### config.mk
export PLATFORM = sky130hd
export DESIGN_NAME = banked_mode_regs
export DESIGN_NICKNAME = d
export VERILOG_FILES = /design/src/rtl/mode_bank_pkg.sv /design/src/rtl/bank_ctrl.sv /design/src/rtl/bank_datapath.sv /design/src/rtl/banked_mode_regs.sv
export SDC_FILE = /design/constraint.sdc
export NUM_CORES = 2
export LEC_CHECK = 0
export BUFFER_PORTS_ARGS = -buffer_cell sky130_fd_sc_hd__buf_2
export CAP_MARGIN = 0
export CORE_UTILIZATION = 35
export CTS_CLUSTER_SIZE = 28
export DETAILED_ROUTE_END_ITERATION = 8
export GPL_TIMING_DRIVEN = 1
export PLACE_DENSITY = 0.59
export SLEW_MARGIN = 20
export SYNTH_ARGS = -nofsm -noshare
export SYNTH_HDL_FRONTEND = slang
export SYNTH_SLANG_ARGS = --single-unit
### constraint.sdc
create_clock -name clk -period 23 [get_ports clk]
set_input_delay 1.15 -clock clk [delete_from_list [all_inputs] [get_ports clk]]
set_output_delay 1.15 -clock clk [all_outputs]
set_load 0.005 [all_outputs]
### src/rtl/mode_bank_pkg.sv
package mode_bank_pkg;

  typedef logic [4:0] mode_t;

  localparam mode_t MODE_USR = 5'h10;
  localparam mode_t MODE_FIQ = 5'h11;
  localparam mode_t MODE_IRQ = 5'h12;
  localparam mode_t MODE_SVC = 5'h13;
  localparam mode_t MODE_ABT = 5'h17;
  localparam mode_t MODE_UND = 5'h1B;
  localparam mode_t MODE_SYS = 5'h1F;

  localparam int unsigned SLOT_W   = 3;
  localparam int unsigned SEL_W    = 3;
  localparam int unsigned SEL_SP   = 5;
  localparam int unsigned SEL_LR   = 6;
  localparam int unsigned SEL_ST   = 7;

  typedef struct packed {
    logic              swap;
    logic              enterFiq;
    logic              leaveFiq;
    logic [SLOT_W-1:0] oldSlot;
    logic [SLOT_W-1:0] newSlot;
    logic              wrLive;
    logic [SEL_W-1:0]  wrSel;
  } bankCtl_t;

  function automatic logic modeIsLegal(input mode_t m);
    case (m)
      MODE_USR, MODE_FIQ, MODE_IRQ, MODE_SVC,
      MODE_ABT, MODE_UND, MODE_SYS: modeIsLegal = 1'b1;
      default:                      modeIsLegal = 1'b0;
    endcase
  endfunction

  function automatic logic [SLOT_W-1:0] modeSlot(input mode_t m);
    case (m)
      MODE_SVC: modeSlot = 3'd1;
      MODE_ABT: modeSlot = 3'd2;
      MODE_UND: modeSlot = 3'd3;
      MODE_IRQ: modeSlot = 3'd4;
      MODE_FIQ: modeSlot = 3'd5;
      default:  modeSlot = 3'd0;
    endcase
  endfunction

endpackage

### src/rtl/bank_ctrl.sv
module bank_ctrl
  import mode_bank_pkg::*;
(
  input  logic             clk,
  input  logic             rst_n,
  input  logic             swReq,
  input  mode_t            reqMode,
  input  logic             wrEn,
  input  logic [SEL_W-1:0] wrSel,
  output bankCtl_t         ctl,
  output mode_t            curMode,
  output logic             illegalMode
);

  logic reqLegal;
  logic realSwitch;

  assign reqLegal    = modeIsLegal(reqMode);
  assign illegalMode = swReq && !reqLegal;
  assign realSwitch  = swReq && reqLegal && (reqMode != curMode);

  always_comb begin
    ctl          = '0;
    ctl.swap     = realSwitch;
    ctl.enterFiq = realSwitch && (reqMode == MODE_FIQ);
    ctl.leaveFiq = realSwitch && (curMode == MODE_FIQ);
    ctl.oldSlot  = modeSlot(curMode);
    ctl.newSlot  = modeSlot(reqMode);
    ctl.wrLive   = wrEn && !swReq;
    ctl.wrSel    = wrSel;
  end

  always_ff @(posedge clk) begin
    if (!rst_n) curMode <= MODE_SVC;
    else if (realSwitch) curMode <= reqMode;
  end

  // a refused strobe leaves the mode in place
  assert_illegal_hold_R7: assert property (@(posedge clk) disable iff (!rst_n)
    illegalMode |=> $stable(curMode));

  // same-mode strobe keeps the mode
  assert_same_mode_R3: assert property (@(posedge clk) disable iff (!rst_n)
    (swReq && reqMode == curMode) |=> $stable(curMode));

  // legal strobe lands the requested mode on the next cycle
  assert_switch_lands_R8: assert property (@(posedge clk) disable iff (!rst_n)
    (swReq && !illegalMode) |=> (curMode == $past(reqMode)));

  // mode register only ever holds a defined encoding
  assert_mode_legal_R2: assert property (@(posedge clk) disable iff (!rst_n)
    modeIsLegal(curMode));

endmodule

### src/rtl/bank_datapath.sv
module bank_datapath
  import mode_bank_pkg::*;
#(
  parameter int unsigned DATA_W    = 32,
  parameter int unsigned NUM_SLOTS = 6,
  parameter int unsigned NUM_LOW   = 5
) (
  input  logic              clk,
  input  logic              rst_n,
  input  bankCtl_t          ctl,
  input  logic [DATA_W-1:0] wrData,
  input  logic [SEL_W-1:0]  rdSel,
  output logic [DATA_W-1:0] rdData
);

  logic [DATA_W-1:0] liveLo  [NUM_LOW];
  logic [DATA_W-1:0] usrCopy [NUM_LOW];
  logic [DATA_W-1:0] fiqCopy [NUM_LOW];
  logic [DATA_W-1:0] liveSp, liveLr, liveSt;
  logic [DATA_W-1:0] slotSp  [NUM_SLOTS];
  logic [DATA_W-1:0] slotLr  [NUM_SLOTS];
  logic [DATA_W-1:0] slotSt  [NUM_SLOTS];
  logic              sameSlot;

  assign sameSlot = (ctl.oldSlot == ctl.newSlot);

  // r8..r12 and their two copies
  always_ff @(posedge clk) begin
    if (!rst_n) begin
      for (int i = 0; i < NUM_LOW; i++) begin
        liveLo[i]  <= '0;
        usrCopy[i] <= '0;
        fiqCopy[i] <= '0;
      end
    end else begin
      for (int i = 0; i < NUM_LOW; i++) begin
        if (ctl.leaveFiq) begin
          fiqCopy[i] <= liveLo[i];
          liveLo[i]  <= usrCopy[i];
        end else if (ctl.enterFiq) begin
          usrCopy[i] <= liveLo[i];
          liveLo[i]  <= fiqCopy[i];
        end else if (ctl.wrLive && (ctl.wrSel == SEL_W'(i))) begin
          liveLo[i]  <= wrData;
        end
      end
    end
  end

  // per-mode storage slots
  always_ff @(posedge clk) begin
    if (!rst_n) begin
      for (int b = 0; b < NUM_SLOTS; b++) begin
        slotSp[b] <= '0;
        slotLr[b] <= '0;
        slotSt[b] <= '0;
      end
    end else if (ctl.swap) begin
      for (int b = 0; b < NUM_SLOTS; b++) begin
        if (ctl.oldSlot == SLOT_W'(b)) begin
          slotSp[b] <= liveSp;
          slotLr[b] <= liveLr;
          slotSt[b] <= liveSt;
        end
      end
    end
  end

  // live r13, r14, saved status
  always_ff @(posedge clk) begin
    if (!rst_n) begin
      liveSp <= '0;
      liveLr <= '0;
      liveSt <= '0;
    end else if (ctl.swap) begin
      if (!sameSlot) begin
        liveSp <= slotSp[ctl.newSlot];
        liveLr <= slotLr[ctl.newSlot];
        liveSt <= slotSt[ctl.newSlot];
      end
    end else if (ctl.wrLive) begin
      if (ctl.wrSel == SEL_W'(SEL_SP)) liveSp <= wrData;
      if (ctl.wrSel == SEL_W'(SEL_LR)) liveLr <= wrData;
      if (ctl.wrSel == SEL_W'(SEL_ST)) liveSt <= wrData;
    end
  end

  always_comb begin
    rdData = '0;
    for (int i = 0; i < NUM_LOW; i++)
      if (rdSel == SEL_W'(i)) rdData = liveLo[i];
    if (rdSel == SEL_W'(SEL_SP)) rdData = liveSp;
    if (rdSel == SEL_W'(SEL_LR)) rdData = liveLr;
    if (rdSel == SEL_W'(SEL_ST)) rdData = liveSt;
  end

  // the old slot receives the live values on a switch
  assert_slot_save_R6: assert property (@(posedge clk) disable iff (!rst_n)
    ctl.swap |=> (slotSp[$past(ctl.oldSlot)] == $past(liveSp)) &&
                 (slotLr[$past(ctl.oldSlot)] == $past(liveLr)) &&
                 (slotSt[$past(ctl.oldSlot)] == $past(liveSt)));

  // no strobe action and no write keeps r13/r14/status
  assert_live_hold_R3: assert property (@(posedge clk) disable iff (!rst_n)
    (!ctl.swap && !ctl.wrLive) |=> $stable(liveSp) && $stable(liveLr) && $stable(liveSt));

  // per-register checks on the low-register exchange
  for (genvar g = 0; g < NUM_LOW; g++) begin : g_lowChk
    assert_fiq_leave_R4: assert property (@(posedge clk) disable iff (!rst_n)
      ctl.leaveFiq |=> (liveLo[g] == $past(usrCopy[g])) && (fiqCopy[g] == $past(liveLo[g])));
    assert_fiq_enter_R5: assert property (@(posedge clk) disable iff (!rst_n)
      ctl.enterFiq |=> (liveLo[g] == $past(fiqCopy[g])) && (usrCopy[g] == $past(liveLo[g])));
  end

endmodule

### src/rtl/banked_mode_regs.sv
module banked_mode_regs
  import mode_bank_pkg::*;
#(
  parameter int unsigned DATA_W = 32
) (
  input  logic              clk,
  input  logic              rst_n,
  input  logic              swReq,
  input  logic [4:0]        reqMode,
  input  logic              wrEn,
  input  logic [2:0]        wrSel,
  input  logic [DATA_W-1:0] wrData,
  input  logic [2:0]        rdSel,
  output logic [DATA_W-1:0] rdData,
  output logic [4:0]        curMode,
  output logic              illegalMode
);

  localparam int unsigned NUM_SLOTS = 6;
  localparam int unsigned NUM_LOW   = 5;

  bankCtl_t ctl;

  bank_ctrl u_ctrl (
    .clk         (clk),
    .rst_n       (rst_n),
    .swReq       (swReq),
    .reqMode     (reqMode),
    .wrEn        (wrEn),
    .wrSel       (wrSel),
    .ctl         (ctl),
    .curMode     (curMode),
    .illegalMode (illegalMode)
  );

  bank_datapath #(
    .DATA_W    (DATA_W),
    .NUM_SLOTS (NUM_SLOTS),
    .NUM_LOW   (NUM_LOW)
  ) u_data (
    .clk    (clk),
    .rst_n  (rst_n),
    .ctl    (ctl),
    .wrData (wrData),
    .rdSel  (rdSel),
    .rdData (rdData)
  );

endmodule

==> metrics.csv <==
metric,value,unit
status,completed,
startpoint_type,input pin,
clock_latency,0.74,ns
critPathTopFamily,buffers and inverters,
grt_pass1_vias,35719,
setup_viol,0,
p_leak,21.7,nW
post-cts-setup-buffers,0,
yosysWarningCount,0,
final.setup.worst_slack,17.39,ns
postSynthCellCount,4416,
start_util,0.354,
cts_sinks,1157,
setup_tns,0,ns
port_buffers,84,
synth_most_common_cell,edfxtp_1,
coreArea,148000,µm²
rsz0062_at_grt,false,
fin_crit,5.61,ns
tritoncts,built,
antenna_found_initial,15,
yosys.area.top_type_share,0.603,
path_class,in -> out,
crit_path_top_delay_cell,nor2b_2,
nets,4336,
endpoint_kind,output pin,
ant_nets,0,
dp_slack,17.12,ns
synth_common_cells,"edfxtp_1, and2_1, nand2_1, clkbuf_1, a21oi_1",
crit_buf_inv,3,
cts_buffer_depth,3,
die_h,390,µm
synth_top_area_cell,edfxtp_1,
drc,0,
track_usage,0.221,
cpMostUsedCell,buf_4,
firstDrtPassIters,6,
power_density,79.9,nW/µm²
die-area,152000,µm²
ctsHoldBuffers,0,
placed_cell_area,54800,µm²
die-width,390,µm
synthToLayoutAreaGrowth,11.8,%
synth_area,52600,µm²
cp_max_fo,44,
cts-resized-gates,0,
final_layout_size_suffix_gt1_frac,0.0946,
final-hold-violation-count,0,
ioPinCount,85,
num_rows,141,
cp_data_arrival_time,4.46,ns
crit_required,21.85,ns
cts_root_buffer,clkbuf_16,
synthTopCellsByArea,"edfxtp_1, and2_1, dfxtp_1",
timing.hold.ws,0.466,ns
fin_skew,0.0463,ns
ir_worst_vdd,66.5,µV
ys_types,60,
fin_crit_sh,0.244,
ys.flop_type,edfxtp_1,
clk_pin_slew,0.06,ns
hp-class,reg -> reg,
ys_ff_latch,1157,
place_congestion,0.812,
numCtsBuffers,119,
max_freq,0.178,GHz
yosysSeqAreaShare,0.642,
routed_wl,170,mm
hpwl,94.1,mm
tightest_slew,1.27,ns
async_flop_share,0,
grt_max_degree,170,
htree_levels,3,
max_cap_violations,0,
slowest_delay,0.97,ns
design_area,58800,µm²
cp_cell_sequence,buf_4 > buf_4 > nor2b_2 > a21oi_1 > o221ai_1 > o21ai_0 > nand2_1 > buf_2,
synth_edf_count,1056,
grt_pass1_wl,248,mm
overflow,0,
syn_nets,4463,
wl_per_cell,26.6,µm
viasPerCell,5.72,
report.final.slew_viol_count,0,
drtIter0Drc,4294,
vias,36559,
max_slew_margin,0.147,
syn_area_per_cell,11.9,µm²
## placed cells by master, fill, tap and decap left out, drive strengths merged, types with 21 or more instances in the layout
cell type / count
nor2: 199
nand2: 499
mux2i: 79
and2: 864
a21o: 63
a222oi: 32
a32o: 62
a22oi: 93
clkinv: 33
o21ai: 83
o221ai: 24
edfxtp: 1056
nor4: 21
a211oi: 74
a211o: 63
buf: 164
o32ai: 33
a311oi: 56
dfxtp: 101
clkbuf: 173
inv: 46
a21oi: 318
nor3: 29
o22ai: 95
## state kept, by name, indices dropped and copies added, names as in the netlist
| signal | cells |
|---|---|
| u_data.liveSp | 32 |
| u_data.liveLr | 32 |
| u_data.fiqCopy | 160 |
| u_data.slotSp | 192 |
| u_data.liveSt | 32 |
| u_data.slotSt | 192 |
| u_data.slotLr | 192 |
| u_data.liveLo | 160 |
| u_ctrl.curMode | 5 |
| u_data.usrCopy | 160 |
## power by group
| group | switching [W] | total (W) | internal, W |
|---|---|---|---|
| sequential | 0.0000607 | 0.00244 | 0.00238 |
| combinational | 0.000225 | 0.000304 | 0.0000793 |
| clock | 0.000846 | 0.00195 | 0.00111 |
| total | 0.00113 | 0.00470 | 0.00357 |
## per-layer routing
layer,up-vias,global-route usage,share of wire
met3,263,0.0328,0.083
met1,18695,0.291,0.41
met4,10,0.0850,0.035
met2,1698,0.365,0.48
met5,-,0,0.00042
li1,15893,-,-
## final timing paths
path                           from  cells after the start                   to  slack, ns
hold / removal     u_data.liveSp[7]                      1     u_data.liveSp[7]       0.47
setup / recovery           rdSel[0]                      8           rdData[13]      17.39
hold reg to reg    u_data.liveSp[7]                      1     u_data.liveSp[7]       0.47
setup reg to reg  u_ctrl.curMode[2]                     10  u_data.liveLo[0][0]      18.47
## per-stage QoR
stage / utilization / power (W) / std cells
final: 0.396 / 0.00470 / 6397
after global routing: 0.396 / 0.00482 / 6391
after CTS: 0.396 / 0.00471 / 6391
after detailed placement: 0.370 / 0.00278 / 6170
after global placement: 0.369 / 0.00278 / 6169
after floorplan: - / 0.00265 / 4416
## kinds of logic after synthesis
group | synth area share
buffers and inverters | 0.0336
flip-flops | 0.642
multiplexers | 0.0219
AO/OA/AOI/OAI | 0.137
AND/OR/NAND/NOR | 0.164
XOR/XNOR | 0.00200
## cell type report
type	instances	area [µm²]
Fill cell	13997	89600
Sequential cell	1157	33700
Multi-Input combinational cell	2805	17400
Clock buffer	173	3410
Tap cell	2002	2500
Timing Repair Buffer	164	1070
Clock inverter	48	505
Inverter	42	158
Antenna cell	6	15.0
Power figures use the tool's default switching activity.
